<file path="config.mk">
export PLATFORM = sky130hd
export DESIGN_NAME = mcyc_ctrl
export DESIGN_NICKNAME = d
export VERILOG_FILES = /design/src/rtl/mcyc_pkg.sv /design/src/rtl/mcyc_next.sv /design/src/rtl/mcyc_outputs.sv /design/src/rtl/mcyc_trapregs.sv /design/src/rtl/mcyc_ctrl.sv
export SDC_FILE = /design/constraint.sdc
export NUM_CORES = 1
export LEC_CHECK = 0
export ABC_AREA = 1
export BUFFER_PORTS_ARGS = -buffer_cell sky130_fd_sc_hd__clkbuf_2
export CAP_MARGIN = 20
export CORE_ASPECT_RATIO = 0.75
export CORE_MARGIN = 3
export CORE_UTILIZATION = 42
export CTS_BUF_LIST = sky130_fd_sc_hd__clkbuf_8
export DETAILED_ROUTE_END_ITERATION = 16
export PLACE_DENSITY = 0.89
export SLEW_MARGIN = 20
export SYNTH_ARGS = -nofsm -noshare
export SYNTH_HDL_FRONTEND = slang
export SYNTH_SLANG_ARGS = --single-unit
export TNS_END_PERCENT = 30
</file>
<file path="constraint.sdc">
create_clock -name clk -period 1.4 [get_ports clk]
set_input_delay 0.28 -clock clk [delete_from_list [all_inputs] [get_ports clk]]
set_output_delay 0.28 -clock clk [all_outputs]
set_load 0.02 [all_outputs]
</file>
<file path="src/rtl/mcyc_pkg.sv">
package mcyc_pkg;

  localparam int OP_W = 6;
  localparam int ST_W = 4;

  typedef enum logic [ST_W-1:0] {
    S_FETCH    = 4'd0,
    S_DECODE   = 4'd1,
    S_MADDR    = 4'd2,
    S_MREAD    = 4'd3,
    S_LDWB     = 4'd4,
    S_MWRITE   = 4'd5,
    S_REXEC    = 4'd6,
    S_RDONE    = 4'd7,
    S_BRANCH   = 4'd8,
    S_JUMP     = 4'd9,
    S_TRAP_UND = 4'd10,
    S_TRAP_OVF = 4'd11
  } st_e;

  localparam logic [OP_W-1:0] OP_RTYPE = 6'b000000;
  localparam logic [OP_W-1:0] OP_LOAD  = 6'b100011;
  localparam logic [OP_W-1:0] OP_STORE = 6'b101011;
  localparam logic [OP_W-1:0] OP_BEQ   = 6'b000100;
  localparam logic [OP_W-1:0] OP_JUMP  = 6'b000010;

  localparam logic [1:0] ALU_ADD  = 2'b00;
  localparam logic [1:0] ALU_SUB  = 2'b01;
  localparam logic [1:0] ALU_FUNC = 2'b10;

  localparam logic [1:0] BSEL_REG   = 2'b00;
  localparam logic [1:0] BSEL_FOUR  = 2'b01;
  localparam logic [1:0] BSEL_IMM   = 2'b10;
  localparam logic [1:0] BSEL_IMMSH = 2'b11;

  localparam logic [1:0] PCS_ALU  = 2'b00;
  localparam logic [1:0] PCS_TGT  = 2'b01;
  localparam logic [1:0] PCS_JMP  = 2'b10;
  localparam logic [1:0] PCS_TRAP = 2'b11;

  localparam logic CAUSE_UNDEF = 1'b1;
  localparam logic CAUSE_OVF   = 1'b0;

  typedef struct packed {
    logic       pc_we;
    logic       pc_we_cond;
    logic [1:0] pc_sel;
    logic       addr_sel_data;
    logic       mem_rd;
    logic       mem_wr;
    logic       ir_we;
    logic       wb_sel_mem;
    logic       dst_sel_rd;
    logic       rf_we;
    logic       alu_a_sel;
    logic [1:0] alu_b_sel;
    logic [1:0] alu_op;
    logic       trap_pc_we;
    logic       trap_cause_we;
    logic       trap_cause_val;
  } ctrl_t;

  function automatic logic op_known(input logic [OP_W-1:0] op);
    return (op == OP_RTYPE) || (op == OP_LOAD) || (op == OP_STORE) ||
           (op == OP_BEQ) || (op == OP_JUMP);
  endfunction

endpackage

</file>
<file path="src/rtl/mcyc_next.sv">
module mcyc_next
  import mcyc_pkg::*;
(
  input  st_e                 cur,
  input  logic [OP_W-1:0]     opcode,
  input  logic                ovf,
  output st_e                 nxt
);

  always_comb begin
    nxt = S_FETCH;
    case (cur)
      S_FETCH:  nxt = S_DECODE;
      S_DECODE: begin
        case (opcode)
          OP_LOAD, OP_STORE: nxt = S_MADDR;
          OP_RTYPE:          nxt = S_REXEC;
          OP_BEQ:            nxt = S_BRANCH;
          OP_JUMP:           nxt = S_JUMP;
          default:           nxt = S_TRAP_UND;
        endcase
      end
      S_MADDR:  nxt = (opcode == OP_STORE) ? S_MWRITE : S_MREAD;
      S_MREAD:  nxt = S_LDWB;
      S_REXEC:  nxt = S_RDONE;
      S_RDONE:  nxt = ovf ? S_TRAP_OVF : S_FETCH;
      default:  nxt = S_FETCH;
    endcase
  end

endmodule

</file>
<file path="src/rtl/mcyc_outputs.sv">
module mcyc_outputs
  import mcyc_pkg::*;
(
  input  st_e   cur,
  input  logic  ovf,
  output ctrl_t ctl
);

  always_comb begin
    ctl = '0;
    case (cur)
      S_FETCH: begin
        ctl.mem_rd    = 1'b1;
        ctl.ir_we     = 1'b1;
        ctl.pc_we     = 1'b1;
        ctl.pc_sel    = PCS_ALU;
        ctl.alu_b_sel = BSEL_FOUR;
        ctl.alu_op    = ALU_ADD;
      end
      S_DECODE: begin
        ctl.alu_b_sel = BSEL_IMMSH;
        ctl.alu_op    = ALU_ADD;
      end
      S_MADDR: begin
        ctl.alu_a_sel = 1'b1;
        ctl.alu_b_sel = BSEL_IMM;
        ctl.alu_op    = ALU_ADD;
      end
      S_MREAD: begin
        ctl.mem_rd        = 1'b1;
        ctl.addr_sel_data = 1'b1;
      end
      S_LDWB: begin
        ctl.rf_we      = 1'b1;
        ctl.wb_sel_mem = 1'b1;
      end
      S_MWRITE: begin
        ctl.mem_wr        = 1'b1;
        ctl.addr_sel_data = 1'b1;
      end
      S_REXEC: begin
        ctl.alu_a_sel = 1'b1;
        ctl.alu_b_sel = BSEL_REG;
        ctl.alu_op    = ALU_FUNC;
      end
      S_RDONE: begin
        ctl.dst_sel_rd = 1'b1;
        ctl.rf_we      = ~ovf;
      end
      S_BRANCH: begin
        ctl.alu_a_sel  = 1'b1;
        ctl.alu_b_sel  = BSEL_REG;
        ctl.alu_op     = ALU_SUB;
        ctl.pc_we_cond = 1'b1;
        ctl.pc_sel     = PCS_TGT;
      end
      S_JUMP: begin
        ctl.pc_we  = 1'b1;
        ctl.pc_sel = PCS_JMP;
      end
      S_TRAP_UND, S_TRAP_OVF: begin
        ctl.alu_a_sel      = 1'b0;
        ctl.alu_b_sel      = BSEL_FOUR;
        ctl.alu_op         = ALU_SUB;
        ctl.trap_pc_we     = 1'b1;
        ctl.trap_cause_we  = 1'b1;
        ctl.trap_cause_val = (cur == S_TRAP_UND) ? CAUSE_UNDEF : CAUSE_OVF;
        ctl.pc_we          = 1'b1;
        ctl.pc_sel         = PCS_TRAP;
      end
      default: ctl = '0;
    endcase
  end

endmodule

</file>
<file path="src/rtl/mcyc_trapregs.sv">
module mcyc_trapregs #(
  parameter int DATA_W = 32
) (
  input  logic              clk,
  input  logic              rst,
  input  logic              pc_we,
  input  logic              cause_we,
  input  logic              cause_val,
  input  logic [DATA_W-1:0] alu_result,
  output logic [DATA_W-1:0] trap_pc,
  output logic [DATA_W-1:0] trap_cause
);

  localparam int PAD_W = DATA_W - 1;

  always_ff @(posedge clk) begin
    if (rst) begin
      trap_pc <= '0;
    end else if (pc_we) begin
      trap_pc <= alu_result;
    end
  end

  always_ff @(posedge clk) begin
    if (rst) begin
      trap_cause <= '0;
    end else if (cause_we) begin
      trap_cause <= {{PAD_W{1'b0}}, cause_val};
    end
  end

  a_r8_capture: assert property (@(posedge clk) disable iff (rst)
    pc_we |=> trap_pc == $past(alu_result));
  a_r8_hold: assert property (@(posedge clk) disable iff (rst)
    !pc_we |=> $stable(trap_pc));
  a_r9_hold: assert property (@(posedge clk) disable iff (rst)
    !cause_we |=> $stable(trap_cause));
  a_r9_code: assert property (@(posedge clk) disable iff (rst)
    cause_we |=> trap_cause[0] == $past(cause_val));

endmodule

</file>
<file path="src/rtl/mcyc_ctrl.sv">
module mcyc_ctrl
  import mcyc_pkg::*;
#(
  parameter int DATA_W = 32
) (
  input  logic              clk,
  input  logic              rst,
  input  logic [OP_W-1:0]   opcode,
  input  logic              alu_ovf,
  input  logic              alu_zero,
  input  logic [DATA_W-1:0] alu_result,
  output logic [ST_W-1:0]   ctrl_state,
  output logic              pc_we,
  output logic              pc_we_cond,
  output logic              pc_load,
  output logic [1:0]        pc_sel,
  output logic              addr_sel_data,
  output logic              mem_rd,
  output logic              mem_wr,
  output logic              ir_we,
  output logic              wb_sel_mem,
  output logic              dst_sel_rd,
  output logic              rf_we,
  output logic              alu_a_sel,
  output logic [1:0]        alu_b_sel,
  output logic [1:0]        alu_op,
  output logic              trap_pc_we,
  output logic              trap_cause_we,
  output logic              trap_cause_val,
  output logic [DATA_W-1:0] trap_pc,
  output logic [DATA_W-1:0] trap_cause
);

  st_e   cur;
  st_e   nxt;
  ctrl_t ctl;

  mcyc_next u_next (
    .cur    (cur),
    .opcode (opcode),
    .ovf    (alu_ovf),
    .nxt    (nxt)
  );

  mcyc_outputs u_out (
    .cur (cur),
    .ovf (alu_ovf),
    .ctl (ctl)
  );

  always_ff @(posedge clk) begin
    if (rst) begin
      cur <= S_FETCH;
    end else begin
      cur <= nxt;
    end
  end

  mcyc_trapregs #(.DATA_W(DATA_W)) u_trap (
    .clk        (clk),
    .rst        (rst),
    .pc_we      (ctl.trap_pc_we),
    .cause_we   (ctl.trap_cause_we),
    .cause_val  (ctl.trap_cause_val),
    .alu_result (alu_result),
    .trap_pc    (trap_pc),
    .trap_cause (trap_cause)
  );

  assign ctrl_state     = cur;
  assign pc_we          = ctl.pc_we;
  assign pc_we_cond     = ctl.pc_we_cond;
  assign pc_load        = ctl.pc_we | (ctl.pc_we_cond & alu_zero);
  assign pc_sel         = ctl.pc_sel;
  assign addr_sel_data  = ctl.addr_sel_data;
  assign mem_rd         = ctl.mem_rd;
  assign mem_wr         = ctl.mem_wr;
  assign ir_we          = ctl.ir_we;
  assign wb_sel_mem     = ctl.wb_sel_mem;
  assign dst_sel_rd     = ctl.dst_sel_rd;
  assign rf_we          = ctl.rf_we;
  assign alu_a_sel      = ctl.alu_a_sel;
  assign alu_b_sel      = ctl.alu_b_sel;
  assign alu_op         = ctl.alu_op;
  assign trap_pc_we     = ctl.trap_pc_we;
  assign trap_cause_we  = ctl.trap_cause_we;
  assign trap_cause_val = ctl.trap_cause_val;

  a_r2_fetch_next: assert property (@(posedge clk) disable iff (rst)
    cur == S_FETCH |=> cur == S_DECODE);
  a_r3_undef_trap: assert property (@(posedge clk) disable iff (rst)
    (cur == S_DECODE && !op_known(opcode)) |=> cur == S_TRAP_UND);
  a_r6_ovf_trap: assert property (@(posedge clk) disable iff (rst)
    (cur == S_RDONE && alu_ovf) |=> cur == S_TRAP_OVF);
  a_r6_no_rf_write: assert property (@(posedge clk) disable iff (rst)
    (cur == S_RDONE && alu_ovf) |-> !rf_we);
  a_r7_return: assert property (@(posedge clk) disable iff (rst)
    (cur == S_TRAP_UND || cur == S_TRAP_OVF) |=> cur == S_FETCH);
  a_r7_redirect: assert property (@(posedge clk) disable iff (rst)
    trap_pc_we |-> (pc_we && pc_sel == PCS_TRAP && alu_op == ALU_SUB));
  a_r11_mem_wr_only: assert property (@(posedge clk) disable iff (rst)
    mem_wr |-> cur == S_MWRITE);
  a_r11_mem_excl: assert property (@(posedge clk) disable iff (rst)
    !(mem_rd && mem_wr));

endmodule

</file>
After elaboration in Yosys (flattened, before gate mapping)
Index checks and enable logic that the tools add are counted.
- word-level logic and storage cells: 47
- register bits: 37
- muxes and demuxes: 18
- bitwise gates (word level): 3
- eq/ne operators: 15
- reduce and logical (&&, ||, !) cells: 8
- operators by type and width (operator ; number):
    4-bit case mux with 6 select lines ; 2
    4-bit by 3-bit equality test with 1-bit output (second input constant) ; 4
    4-bit equality test (second input constant) ; 4
    4-bit case mux with 4 select lines ; 1
    6-bit equality test (second input constant) ; 2
    1-bit 2-to-1 mux ; 10
    4-bit by 2-bit equality test with 1-bit output (second input constant) ; 2
    2-bit OR reduction ; 4
    6-bit by 2-bit equality test with 1-bit output (second input constant) ; 1
    6-bit by 3-bit equality test with 1-bit output (second input constant) ; 1
    6-bit logical NOT ; 1
    3-bit 2-to-1 mux ; 2
    2-bit case mux with 3 select lines ; 1
    4-bit by 1-bit equality test with 1-bit output (second input constant) ; 1
    4-bit logical NOT ; 1
    4-bit 2-to-1 mux ; 1
    4-bit OR reduction ; 1
    3-bit OR reduction ; 1
    1-bit case mux with 2 select lines ; 1
    1-bit AND ; 1
    1-bit NOT ; 1
    1-bit bitwise OR ; 1

Depth between registers and ports, before layout
Gate-level depths: netlist (run 1).
- depth after elaboration: 4
- depth in mapped cells: 7
- mapped depth without buffers: 7

Hierarchy
Synthesis (run 1) repeated with hierarchy kept, for this count alone.
- cell total of the unflattened synthesis: 344
- area total of the unflattened synthesis: 2105.8 µm²
- by module, submodules not included (module ; cells an instance ; area each (µm²) ; instances):
    mcyc_trapregs ; 241 ; 1614.0 ; 1
    mcyc_next ; 47 ; 202.7 ; 1
    mcyc_outputs ; 41 ; 167.7 ; 1
    mcyc_ctrl ; 15 ; 121.4 ; 1

Worst setup path after synthesis (run 1)
OpenSTA, ideal clock, no wires.
- kind: register to output
- from: reg cur[1] (netlist: ctrl_state[1])
- to: out rf_we
- path slack: -392 ps
- stages on the path, launching flop included: 5
- required time: 1120 ps
- path buffers: 0
- arrival: 1512 ps
- cells stage by stage: dfxtp_1 -> nand2_1 -> nor2_1 -> inv_1 -> o22ai_1
- cells in the longest elaborated chain, start to end: 2
- RTL lines (what ; RTL line ; text):
    from (decl) ; mcyc_ctrl.sv:34 ; st_e cur;
    from (signal assigned) ; mcyc_ctrl.sv:55 ; cur <= nxt;
    4-bit by 3-bit equality test with 1-bit output ; mcyc_outputs.sv:11 ; case (cur)
    1-bit case mux with 2 select lines * ; mcyc_outputs.sv:11 ;
    to (decl) ; mcyc_ctrl.sv:23 ; output logic rf_we,
Every way passes the cells marked *; elsewhere a longest branch is shown, timed or not.

Final worst setup path (run 1)
- from: reg cur[3] (netlist: ctrl_state[3])
- to: out pc_load
- cells in the longest elaborated chain, start to end: 4
- RTL lines (what ; RTL line ; text):
    4-bit equality test or 4-bit logical NOT (tied branches) ; mcyc_outputs.sv:11 ;
    4-bit OR reduction (no line) or 1-bit 2-to-1 mux (tied branches) ; - ;
    1-bit 2-to-1 mux or 1-bit AND (tied branches) ; mcyc_outputs.sv:11, mcyc_ctrl.sv:73 ;
    1-bit bitwise OR * ; mcyc_ctrl.sv:73 ; assign pc_load = ctl.pc_we | (ctl.pc_we_cond & alu_zero);
    to (decl) ; mcyc_ctrl.sv:15 ; output logic pc_load,
Marks and branches as above.

==> results of run 1 <==
==> area by class of cell <==
class	count	share of cell area, %
well taps	55	2.516
inverters	19	3.431
flip-flops and latches	37	27.45
repair buffers	115	27.54
multi-input cells	197	34.81
clock inverters	2	1.235
clock buffers	6	3.019
==> cells in the mapped netlist (all sizes together) <==
library cell and instances:
nand2 88, a21oi 39, buf 38, dfxtp 37, nor2 27, inv 18, nand3 7, clkbuf 4
o22ai 3, clkinv 1, conb 1, o211ai 1, o21ai 1
==> routing by layer <==
layer	track usage, %	up-vias
met5	0	-
met4	5.187	0
met3	5.143	8
met2	34.10	78
met1	21.57	861
li1	-	987
==> power groups by stage <==
stage / Combinational [mW] / Clock (mW) / Sequential, mW
after floorplan: 0.442 / 0 / 1.16
after global placement: 0.616 / 0 / 1.13
after detailed placement: 0.627 / 0 / 1.13
after CTS: 0.728 / 0.945 / 1.11
after global routing: 0.871 / 0.984 / 1.12
final: 0.812 / 0.913 / 1.12
==> sequential cells by signal, summed over array words and instances, names as in the netlist <==
| name | cells |
|---|---|
| ctrl_state | 4 |
| u_trap.trap_cause | 1 |
| u_trap.trap_pc | 32 |
==> cells by family after synthesis <==
family | after synthesis
flip-flops | 37
buffers and inverters | 61
other | 1
AO/OA/AOI/OAI | 44
AND/OR/NAND/NOR | 122
==> tightest hold or removal path, cell delays in order <==
cell and delay (ns):
sky130_fd_sc_hd__clkbuf_2 0.08, sky130_fd_sc_hd__nand2_1 0.05, sky130_fd_sc_hd__a21oi_1 0.05
==> final timing paths <==
path / startpoint / to / slack, ns / cells past startpoint
worst min register to register: u_trap.trap_pc[31] / u_trap.trap_pc[31] / 0.47 / 2
worst min-delay path: alu_result[12] / u_trap.trap_pc[12] / 0.22 / 3
worst max-delay path: ctrl_state[3] / pc_load / -0.23 / 7
worst max register to register: ctrl_state[3] / u_trap.trap_pc[0] / 0.05 / 8
==> repair_timing <==
| action | CTS | global route |
|---|---|---|
| buffers inserted | 2 | 7 |
| resized for setup | 46 | 37 |
| setup endpoints to repair | 20 | 39 |
| pin swaps | 2 | 2 |
| hold buffers | 0 | 0 |
==> metrics by stage <==
| step | setup TNS (ns) | hold WS [ns] | util, % | cell area [um2] |
|---|---|---|---|---|
| finish | -2.286 | 0.2229 | 66.24 | 2735 |
| global route | -3.430 | 0.2207 | 66.24 | 2735 |
| CTS | -2.011 | 0.2159 | 62.73 | 2590 |
| detailed placement | 0 | 0.4549 | 56.18 | 2320 |
| global placement | 0 | 0.4513 | 56.18 | 2320 |
| floorplan | -0.03901 | 0.4205 | - | 1992 |
==> results.md, run 1 <==
- Total power for the finished layout comes to 2.842 mW.
- In this run the deepest clock path goes through 2 buffers.
- The cell sitting at the root of the clock tree is a sky130_fd_sc_hd__clkbuf_8.
- For this design the ratio of total power to cell area is 1039 nW/um2.
- The final count of hold timing violations came to 0.
- By area, the combinational part of the netlist is dominated by simple AND/OR/NAND/NOR gates.
- Setup repair after global routing could not meet its margin everywhere.
- The number of optimization iterations in the first detailed-route pass is 4.
- The via-per-instance ratio is 4.487.
- From bottom edge to top edge, the die measures 63.31 um.
- The slack of the critical path is -0.2277 ns.
- The combinational share of power is 28.6%.
- The max-slew violation total from the final report came to 0.
- The routed length on met2 is 2539 um.
- From left edge to right edge, the die measures 82.41 um.
- The startpoint kind of the worst setup timing path is a flop.
- After detailed routing, the average wire length per cell comes to 11.79 um.
- The leading area contributor after synthesis is sky130_fd_sc_hd__dfxtp_1.
- The overall fraction of global-route tracks in use is 18.98%.
- The fraction of synthesized cell area in xor and xnor cells is 0%.
- For this run, the slowest stage of the critical path takes 0.36 ns.
- STA puts the critical path data required time at 1.12 ns.
- The cell type group with the largest total delay on the critical path is flip-flops.
- Wires add up to 5080 um.
- The worst supply voltage drop on vdd is 0.0005685 V.
- The highest routing layer actually used is met4.
- After Yosys synthesis, full adders, half adders and majority gates account for 0% of the synthesized area.
- The floorplan step defined a die boundary enclosing 5217 um2.
- The post-route netlist has 40.43% of its cells at a drive strength greater than 1.
- The switching power is 874.0 uW.
- The slowest stage of the critical path belongs to the cell sky130_fd_sc_hd__dfxtp_2.
- The category of the worst setup path capture point is an output pin.
- In the final design database the tool counted 417 nets.
- The top cell types in the final layout, fill and taps aside, are sky130_fd_sc_hd__nand2_1, sky130_fd_sc_hd__clkbuf_2, sky130_fd_sc_hd__a21oi_1.
- The I/O pin count is 130.
- Traced cell by cell, the critical path runs through inv_4 > nor2_4 > inv_4 > a21oi_4 > nor2_4 > nand2_1 > clkbuf_8.
- Registers are responsible for 39.3% of the overall power.
- The design internal power is 1.968 mW.
- The post-route minimum period is 1.628 ns.
- The post-synthesis share of cell area spent on and, or, nand and nor gates is 26.73%.
- The switching part of the total is 30.75%.
- The floorplan row count is 20.
- Detailed placement ended at an HPWL of 3634 um.
- The area of the mapped netlist is 1839 um2.
- The number of standard cells in the final layout excluding fillers is 431.
- Relative to the synthesized area, the layout overhead comes to 48.71%.
- The total of endpoints with negative setup slack in the final report is 18.
- During placement, the flow inserted port buffers numbering 98.
- The clock arrives with 0.006889 ns of skew.
- The classification of the worst-slack hold path is primary input to flop.
- The register bit total from synthesis is 37.
- Sorting the synthesized cells by area gives the leading types as sky130_fd_sc_hd__dfxtp_1, sky130_fd_sc_hd__nand2_1, sky130_fd_sc_hd__buf_4.
- The filler cells instantiated in the layout total 398.
- The area of all sequential standard cells is 750.7 um2.
- Static timing analysis puts the maximum clock frequency at 0.6144 GHz.
- The via count of the first global-routing pass came to 1775.
- The first global-routing pass estimated 7790 um of wire.
- The total congestion overflow is 0.
- The instance count of the mapped netlist is 265.
- The number of antenna-violating nets in the routed design is 0.
- The reported leakage power is 1.327 nW.
- The total area inside the core boundary comes to 4129 um2.
- In this run, the number of DRC markers left after iteration 0 of detailed routing was 61.
- In the final layout, the multi-input gates occupy 952.2 um2.
- The largest fanout on the critical path is 5.
- The pin count of the biggest net entering global routing is 38.
- After synthesis, the mean cell area works out to 6.941 um2.
- The insertion delay to the later sink of the worst-skew pair is 0.28 ns.
- The routed via count is 1934.
- The proportion of power drawn by the clock network is 32.1%.
- Once the floorplan was initialized, standard cells occupied 44.55% of the core.
- After clock tree synthesis, the clock-pin slew on the worst setup and hold paths is 0.07 ns.
- Max-cap violations in this run came to 0.
- The number of buffers and inverters on the critical path is 3.
- The repair_antennas step left the layout with diodes totalling 0.
- The sequential fraction of the synthesis area is 40.27%.
- Before CTS, the worst setup slack after placement is 0.005146 ns.
- The detailed router put a total of 2090 um of wire on met1.
- TritonCTS built the clock tree.
- Buffers inserted during clock tree synthesis total 5.
- Yosys printed 0 warnings.
- The depth of the CTS H-tree is 2.
- Of the post-synthesis cell area, the part taken by muxes is 0%.
- The final weighted congestion of routability-driven global placement is 0.8705.
- The library cell used most frequently in the layout, excluding fill and tap cells, is sky130_fd_sc_hd__nand2_1.
- For the worst setup path, the data arrival time is 1.35 ns.
- The flow ran to the end, but the final reports show violations.
- The number of antenna violations at the first check in global routing came to 0.
- The met3 wirelength from detailed routing is 368 um.
- The critical path class is flop to output pin.
- The synthesized netlist contains 19 unique library cells.
- The synthesized netlist devotes 12.31% of its cell area to compound gates.
- Summed over its instances, the top area cell type makes up 40.27% of the synthesized netlist area.
- The final reports fail on negative setup slack.
- The remaining design rule violation count is 0.
- The worst path uses 116.3% of the clock period.
- The cell total after placement is 414.
- The total number of clock tree sinks is 37.
No activity file was read; power rests on OpenSTA's default activity.
==> run 2, diff against run 1 <==
ABC_AREA = 0   (was 1)
CTS_CLUSTER_DIAMETER = 150   (was not set)
PLACE_DENSITY = 0.88   (was 0.89)
==> run 2 against run 1 <==
  * The flow still finishes with violations (negative setup slack)
  * Clock power decreased by 23%
  * Combinational power rose by 10%
  * Sequential share of layout area down 1.7 points
  * Sequential power barely moved
  * Non-clock buffer count up 19
  * Clock skew down 0.0027 ns
  * First-iteration DRC count decreased by 30%
  * Hold slack got worse by 0.0072 ns
  * Setup slack worse by 0.016 ns
  * Critical path depth fell by 3
==> results.md, run 2 <==
- The worst setup path is captured at an output pin.
- The synthesized netlist contains 35 unique library cells.
- Sorting the synthesized cells by area gives the leading types as sky130_fd_sc_hd__dfxtp_1, sky130_fd_sc_hd__buf_4, sky130_fd_sc_hd__nand2_1.
- The via count of the first global-routing pass is 1959.
- Along the worst hold path, the cell count comes to 3.
- The highest achievable clock rate is 0.6084 GHz.
- The power density normalized to cell area is 922.4 nW/um2.
- Global routing finished with a remaining overflow of 0.
- In the synthesized netlist, the cells that appear most often are sky130_fd_sc_hd__nand2_1, sky130_fd_sc_hd__dfxtp_1, sky130_fd_sc_hd__a21oi_1.
- The synthesis-to-layout area growth is 57.16%.
- Global routing consumed, on the met1 layer, 21.02% of the routing resources.
- The final setup skew is 0.004160 ns.
- Clock-pin slew was measured on the worst setup and hold paths at 0.07 ns.
- The layout has 335 filler cells.
- The area of the mapped netlist is 1869 um2.
- The number of buffers and inverters on the critical path is 2.
- The repair_antennas step left the layout with diodes totalling 0.
- The share of synthesized area in the top cell type comes to 39.63%.
- The startpoint kind of the worst setup timing path is a flop.
- Setup repair after global routing could not meet its margin everywhere.
- The total die area is 5296 um2.
- The total design power is 2.710 mW.
- The pin count of the biggest net entering global routing is 34.
- The final cell utilization of the core is 70.72%.
- In this run the most critical hold path is launched from alu_result[13].
- VDD sags by at most 0.0005925 V.
- For this run, the total global-route usage over all layers was measured as 19.44%.
- After technology mapping, the gate count stands at 242.
- The max-cap check violation count is 0.
- The maximum number of buffers from clock root to sink is 2.
- For met2 alone, demand over resource in global routing was 36.70%.
- Among all stages on the critical path, the largest delay is contributed by sky130_fd_sc_hd__dfxtp_4.
- The floorplan step set the die width to 83.04 um.
- The origin of the critical flop-to-flop path is ctrl_state[1].
- The max-slew violation total from the final report was 0.
- The count of buffers added on input and output ports is 98.
- The sequential fraction of the synthesis area is 39.63%.
- The number of nets in the layout is 409.
- After global routing, the most crowded layer is met2.
- The initial cell density of the core is 45.00%.
- Averaged over all synthesized cells, the footprint is 7.724 um2.
- The CTS root buffer is sky130_fd_sc_hd__clkbuf_8.
- The leading area contributor after synthesis is sky130_fd_sc_hd__dfxtp_1.
- The commonest register cell after synthesis is sky130_fd_sc_hd__dfxtp_1.
- Counting the buffers created by CTS gives 5.
- After the first detailed-routing iteration, the DRC count stood at 43.
- The first global-routing pass estimated 8576 um of wire.
- The placed instances occupy a cell area of 2414 um2.
- The post-route minimum period is 1.644 ns.
- The classification of the worst-slack hold path is primary input to flop.
- The worst hold slack is 0.2158 ns.
- The minimum setup slack after placement is -0.03012 ns.
- The checks that failed: negative setup slack.
- The final count of hold timing violations was 0.
- The top register by number of flip-flops is u_trap.trap_pc.
- The first TritonRoute pass finished after 4 iterations.
- The register with the most flip-flops in the layout has 32 of them.
- Setup violations remaining at the end of the flow were counted as 40.
- The signal on the critical path passes through inv_4 > or3_4 > a21oi_2 > clkbuf_8.
- The count of flip-flops with a built-in enable after synthesis is 0.
- The insertion delay to the later sink of the worst-skew pair is 0.28 ns.
- In the routed layout, each cell is associated on average with a via count of 4.674.
- The largest stage delay on the critical path is 0.40 ns.
- The launching element of the worst setup path is ctrl_state[1].
- Leaving out fill and tap cells, the most frequent cells in the layout are sky130_fd_sc_hd__clkbuf_2, sky130_fd_sc_hd__nand2_1, sky130_fd_sc_hd__dfxtp_1.
- The critical path data required time is 1.12 ns.
- With fillers left out, the area of the finished cells amounts to 2938 um2.
- The remaining design rule violation count is 0.
- The I/O pin count is 130.
- Cells with a size suffix above 1 make up 49.46% of the layout.
- Of all flip-flops after synthesis, the portion carrying an async set or reset was 0%.
- The critical path class is flop to output pin.
- In this run the standard cell core region covers 4154 um2.
- Once detailed placement completed, the half-perimeter wirelength came to 3786 um.
- The final clock period utilization by the worst path is 117.4%.
- Counting cells, the worst reg-to-reg path comes to 9.
- The critical path depth in cells is 4.
- The largest fanout on the critical path is 7.
- TritonCTS built the clock tree.
- The most frequent cell after synthesis is sky130_fd_sc_hd__nand2_1.
- The reported leakage power is 1.366 nW.
- After layout, the worst setup slack is -0.2437 ns.
- The floorplan row count is 20.
- The flow ran to the end, but the final reports show violations.
- The H-tree was split into 2 levels.
- Across all layers, the routed design uses 1977 vias.
- Summed over all layers, the routed wires come to 5589 um.
- Counting every sink on the clock net gives 37.
- The final routed wire length divided by cell count is 13.21 um.
- Routability-driven placement finished with a final weighted congestion of 0.8775.
- Data on the critical path arrives at its endpoint at 1.36 ns.
- The most common library cell in the layout ignoring fill and taps is sky130_fd_sc_hd__clkbuf_2.
- The synthesized design contains 37 register bits.
- The number of warnings issued by yosys is 0.
- The number of antenna violations at the first check in global routing is 0.
- The cell type group with the largest total delay on the critical path is flip-flops.
- Once detail routing completed, the nets flagged for antenna violations numbered 0.
- The routing usage on met3 is 6.443%.
- The floorplan die height is 63.78 um.
==> run 2: cells by family (layout without fill, tap and decap cells) <==
group	Yosys count	in the layout	share of synthesized area (%)
AND/OR/NAND/NOR	101	101	24.83
buffers and inverters	51	147	18.61
AO/OA/AOI/OAI	46	46	13.79
flip-flops	37	37	39.63
XOR/XNOR	5	5	2.343
other	1	31	0.2006
multiplexers	1	1	0.6024
==> run 2: timing repair <==
action                     CTS  global route
hold buffers                 0             0
resized for setup           49            46
cloned                       0             0
buffers inserted            12             4
setup endpoints to repair   20            52
pin swaps                    6             3
==> run 2: final cells by class <==
class | instances | area, um2 | share of cell area (%)
Sequential cell | 37 | 755.7 | 25.72
Tap cell | 55 | 68.82 | 2.342
Multi-Input combinational cell | 184 | 1076 | 36.63
Inverter | 5 | 26.28 | 0.8944
Clock inverter | 3 | 17.52 | 0.5963
Timing Repair Buffer | 134 | 924.6 | 31.47
Clock buffer | 5 | 68.82 | 2.342
==> run 2: stage by stage <==
stage,std cells,TNS [ns]
floorplan,272,-0.2782
global placement,399,-0.003266
detailed placement,399,-0.03012
CTS,419,-3.565
global route,423,-6.409
finish,423,-3.429
==> run 2: routing by layer <==
layer | vias to the layer above | wire [um]
li1 | 983 | -
met1 | 894 | 2257
met2 | 92 | 2851
met3 | 8 | 424
met4 | 0 | 55
met5 | - | 0
==> run 2: worst min-delay path, stage by stage <==
cell	delay (ns)
sky130_fd_sc_hd__clkbuf_2	0.08
sky130_fd_sc_hd__nand2_1	0.04
sky130_fd_sc_hd__a21oi_1	0.05
==> run 2: path summary, 6_finish.rpt <==
| check | to | slack (ns) |
|---|---|---|
| setup / recovery | rf_we | -0.24 |
| hold / removal | u_trap.trap_pc[13] | 0.22 |
| hold reg to reg | u_trap.trap_pc[24] | 0.46 |
| setup reg to reg | u_trap.trap_pc[10] | -0.04 |
==> run 2: power breakdown <==
part / switching, mW / internal, mW / total (mW)
clock network: 0.360 / 0.343 / 0.704
registers: 0.0334 / 1.08 / 1.11
logic: 0.507 / 0.386 / 0.893
==> run 3, diff against run 2 <==
REMOVE_ABC_BUFFERS = 1   (was not set)
SETUP_SLACK_MARGIN = 0.5   (was not set)
==> run 3 against run 2 <==
  * The flow still finishes with violations (negative setup slack)
  * Setup slack worse by 0.023 ns
  * Power up 7.7%
  * Hold slack worse by 0.019 ns
  * Largest cell class is now buffers
  * Cell count grew 0.71%
  * Global-route usage rose by 3.0 points
  * Critical path depth did not move
  * Combinational power is 19% higher
  * Fmax is 1.4% lower
  * First-iteration DRC count rose to 3.0 times the previous value
  * Via count increased by 8.7%
==> results.md, run 3 (synthesis gave the netlist of run 2 again) <==
- The run finished, with violations left.
- The final reports fail on negative setup slack.
- The startpoint kind of the worst setup timing path is a flop.
- The detailed placement HPWL is 3779 um.
- The first-pass GRT wire length is 9611 um.
- Hold repair after CTS inserted 0 buffers.
- After filler insertion, the fill cell instance count of the layout stands at 197.
- The congestion estimate from routability-driven global placement came to 0.8673.
- The sum of routed wire length over all layers is 7754 um.
- No sink is reached through more buffers than the 2 on the longest clock path.
- Summing all multi-input logic gate instances after layout gives 1304 um2.
- Of all nets on the critical path, the largest fanout is 5.
- The final cell utilization of the core is 87.80%.
- The routed layout has 2149 vias.
- The largest single stage delay on the critical path is 0.40 ns.
- In this run the worst hold path is classified as primary input to flop.
- The total die area is 5296 um2.
- The area of all sequential standard cells is 797.0 um2.
- The floorplan die height is 63.78 um.
- The total placed instance area is 2382 um2.
- The worst-case register-to-register setup slack is -0.19 ns.
- Between clock sinks in the finished design, the worst skew comes to 0.004527 ns.
- The top register by number of flip-flops is u_trap.trap_pc.
- The cell type group with the largest total delay on the critical path is flip-flops.
- Relative to the synthesized area, the layout overhead comes to 95.11%.
- The number of buffers and inverters on the critical path is 2.
- The depth of the CTS H-tree is 2.
- After detailed routing, the number of remaining DRC violations is 0.
- The routed design could run at a clock period as short as 1.666 ns.
- Power spread over the standard cell area amounts to 800.0 nW/um2.
- The max-slew violation total from the final report is 0.
- The antenna diode count is 0.
- The worst supply voltage drop on vdd is 0.0007115 V.
- The floorplan step set the die width to 83.04 um.
- The library cells used most frequently in the layout, excluding fill and tap cells, are sky130_fd_sc_hd__clkbuf_2, sky130_fd_sc_hd__nand2_1, sky130_fd_sc_hd__buf_8.
- The total non-filler cell area in the finished layout is 3647 um2.
- Once detail routing completed, the nets flagged for antenna violations numbered 0.
- In the global route stage, overall resource usage came out at 22.40%.
- The initial cell density of the core is 45.00%.
- After floorplanning, the core was divided into 20 placement rows.
- The final clock period utilization by the worst path is 119.0%.
- The first routing iteration left 128 violations.
- The clock transition at the registers of the reported paths is 0.08 ns.
- The final layout contains 412 nets.
- The layout cell share with drive strength beyond 1 is 70.89%.
- Dividing the detail-routed wire length by the instance count gives 18.20 um.
- Using the TritonRoute via totals, the vias-per-cell ratio works out to 5.045.
- The number of optimization iterations in the first detailed-route pass is 4.
- The TritonCTS clock tree is built.
- STA classifies the critical path endpoint as an output pin.
- Setup repair after global routing could not meet its margin everywhere.
- The critical path class is flop to output pin.
- The via count of the first global-routing pass is 2001.
- Entering global routing, the biggest net connects 25 pins.
- The total of endpoints with negative setup slack in the final report is 25.
- The count of buffers inserted at the top-level ports is 98.
- The final count of hold timing violations came to 0.
- The critical path data required time is 1.12 ns.
- The insertion delay to the later sink of the worst-skew pair is 0.29 ns.
- Global routing finished with a remaining overflow of 0.
- 130 I/O pins were placed.
- Walking the worst path, the cells encountered are inv_4 > or3_4 > a21oi_2 > buf_6.
- The number of clock buffers inserted by TritonCTS is 5.
- The area of the placeable core is 4154 um2.
- The library cell used most frequently in the layout, excluding fill and tap cells, is sky130_fd_sc_hd__clkbuf_2.
- Among all stages on the critical path, the largest delay is contributed by sky130_fd_sc_hd__dfxtp_4.
- The CTS root buffer is sky130_fd_sc_hd__clkbuf_8.
- The reported leakage power is 1.715 nW.
- The number of antenna violations at the first check in global routing is 0.
- The register with the most flip-flops in the layout has 32 of them.
- The tool flagged a number of max-cap violations equal to 0.
- The slack of the critical path is -0.2664 ns.
- The highest achievable clock rate is 0.6001 GHz.
- The total number of clock tree sinks is 37.
- The critical path arrival is 1.39 ns.
==> run 3: cell types whose count changed in the layout (fill, tap and decap cells not counted), moves of 24 or more <==
| cell | previous run | this run |
|---|---|---|
| sky130_fd_sc_hd__clkbuf_2 | 78 | 41 |
| sky130_fd_sc_hd__nand2_1 | 65 | 40 |
| sky130_fd_sc_hd__a21oi_2 | 8 | 32 |
| sky130_fd_sc_hd__dfxtp_2 | 0 | 33 |
| sky130_fd_sc_hd__dfxtp_1 | 33 | 0 |
| sky130_fd_sc_hd__buf_8 | 1 | 39 |
==> run 3: layout make-up <==
cell class | instances | area share, %
clock inverter | 3 | 0.3774
timing repair buffer | 137 | 37.53
clock buffer | 5 | 1.887
multi-input combinational | 184 | 35.75
inverter | 5 | 0.7204
tap | 55 | 1.887
sequential | 37 | 21.85
==> run 3: layer usage <==
layer  track usage, %  up-vias  routed length [um]
met5                0        -                   0
met4            8.571        0                 168
met3            4.639       16                 531
met2            42.20      130                4277
met1            24.76     1014                2776
li1                 -      989                   -
==> run 3: worst min-delay path: cells and delay by family <==
family          cells  cell delay (ns)
simple gates        1             0.04
buf+inv             1             0.08
compound gates      1             0.05
==> run 3: worst paths after layout <==
kind                            cells past startpoint                  to               start
worst min-delay path                                3   u_trap.trap_pc[0]       alu_result[0]
worst max register to register                      7       ctrl_state[0]       ctrl_state[1]
worst max-delay path                                4               rf_we       ctrl_state[1]
worst min register to register                      2  u_trap.trap_pc[24]  u_trap.trap_pc[24]
==> run 3: where the power goes <==
part | internal, mW | switching, mW | total, mW
sequential | 1.08 | 0.0389 | 1.12
clock | 0.338 | 0.401 | 0.739
combinational | 0.472 | 0.586 | 1.06
==> run 3: metrics by stage <==
step	power, mW	std cells	hold WS, ns	setup TNS (ns)	worst slack [ns]
final	2.918	426	0.1971	-3.779	-0.2664
after CTS	2.686	417	0.1991	-2.695	-0.2822
after detailed placement	1.793	400	0.4458	-0.06324	-0.06324
after global routing	3.038	426	0.2082	-5.405	-0.3265
after global placement	1.779	400	0.4408	-0.004116	-0.004116
after floorplan	1.504	226	0.3491	-21.70	-0.5496
==> run 3: repair_timing <==
action	in CTS	in global routing
resized for setup	196	127
hold endpoints to repair	0	0
buffers inserted	8	8
endpoints found under the setup margin	94	94
pin swaps	34	41
cloned	1	1
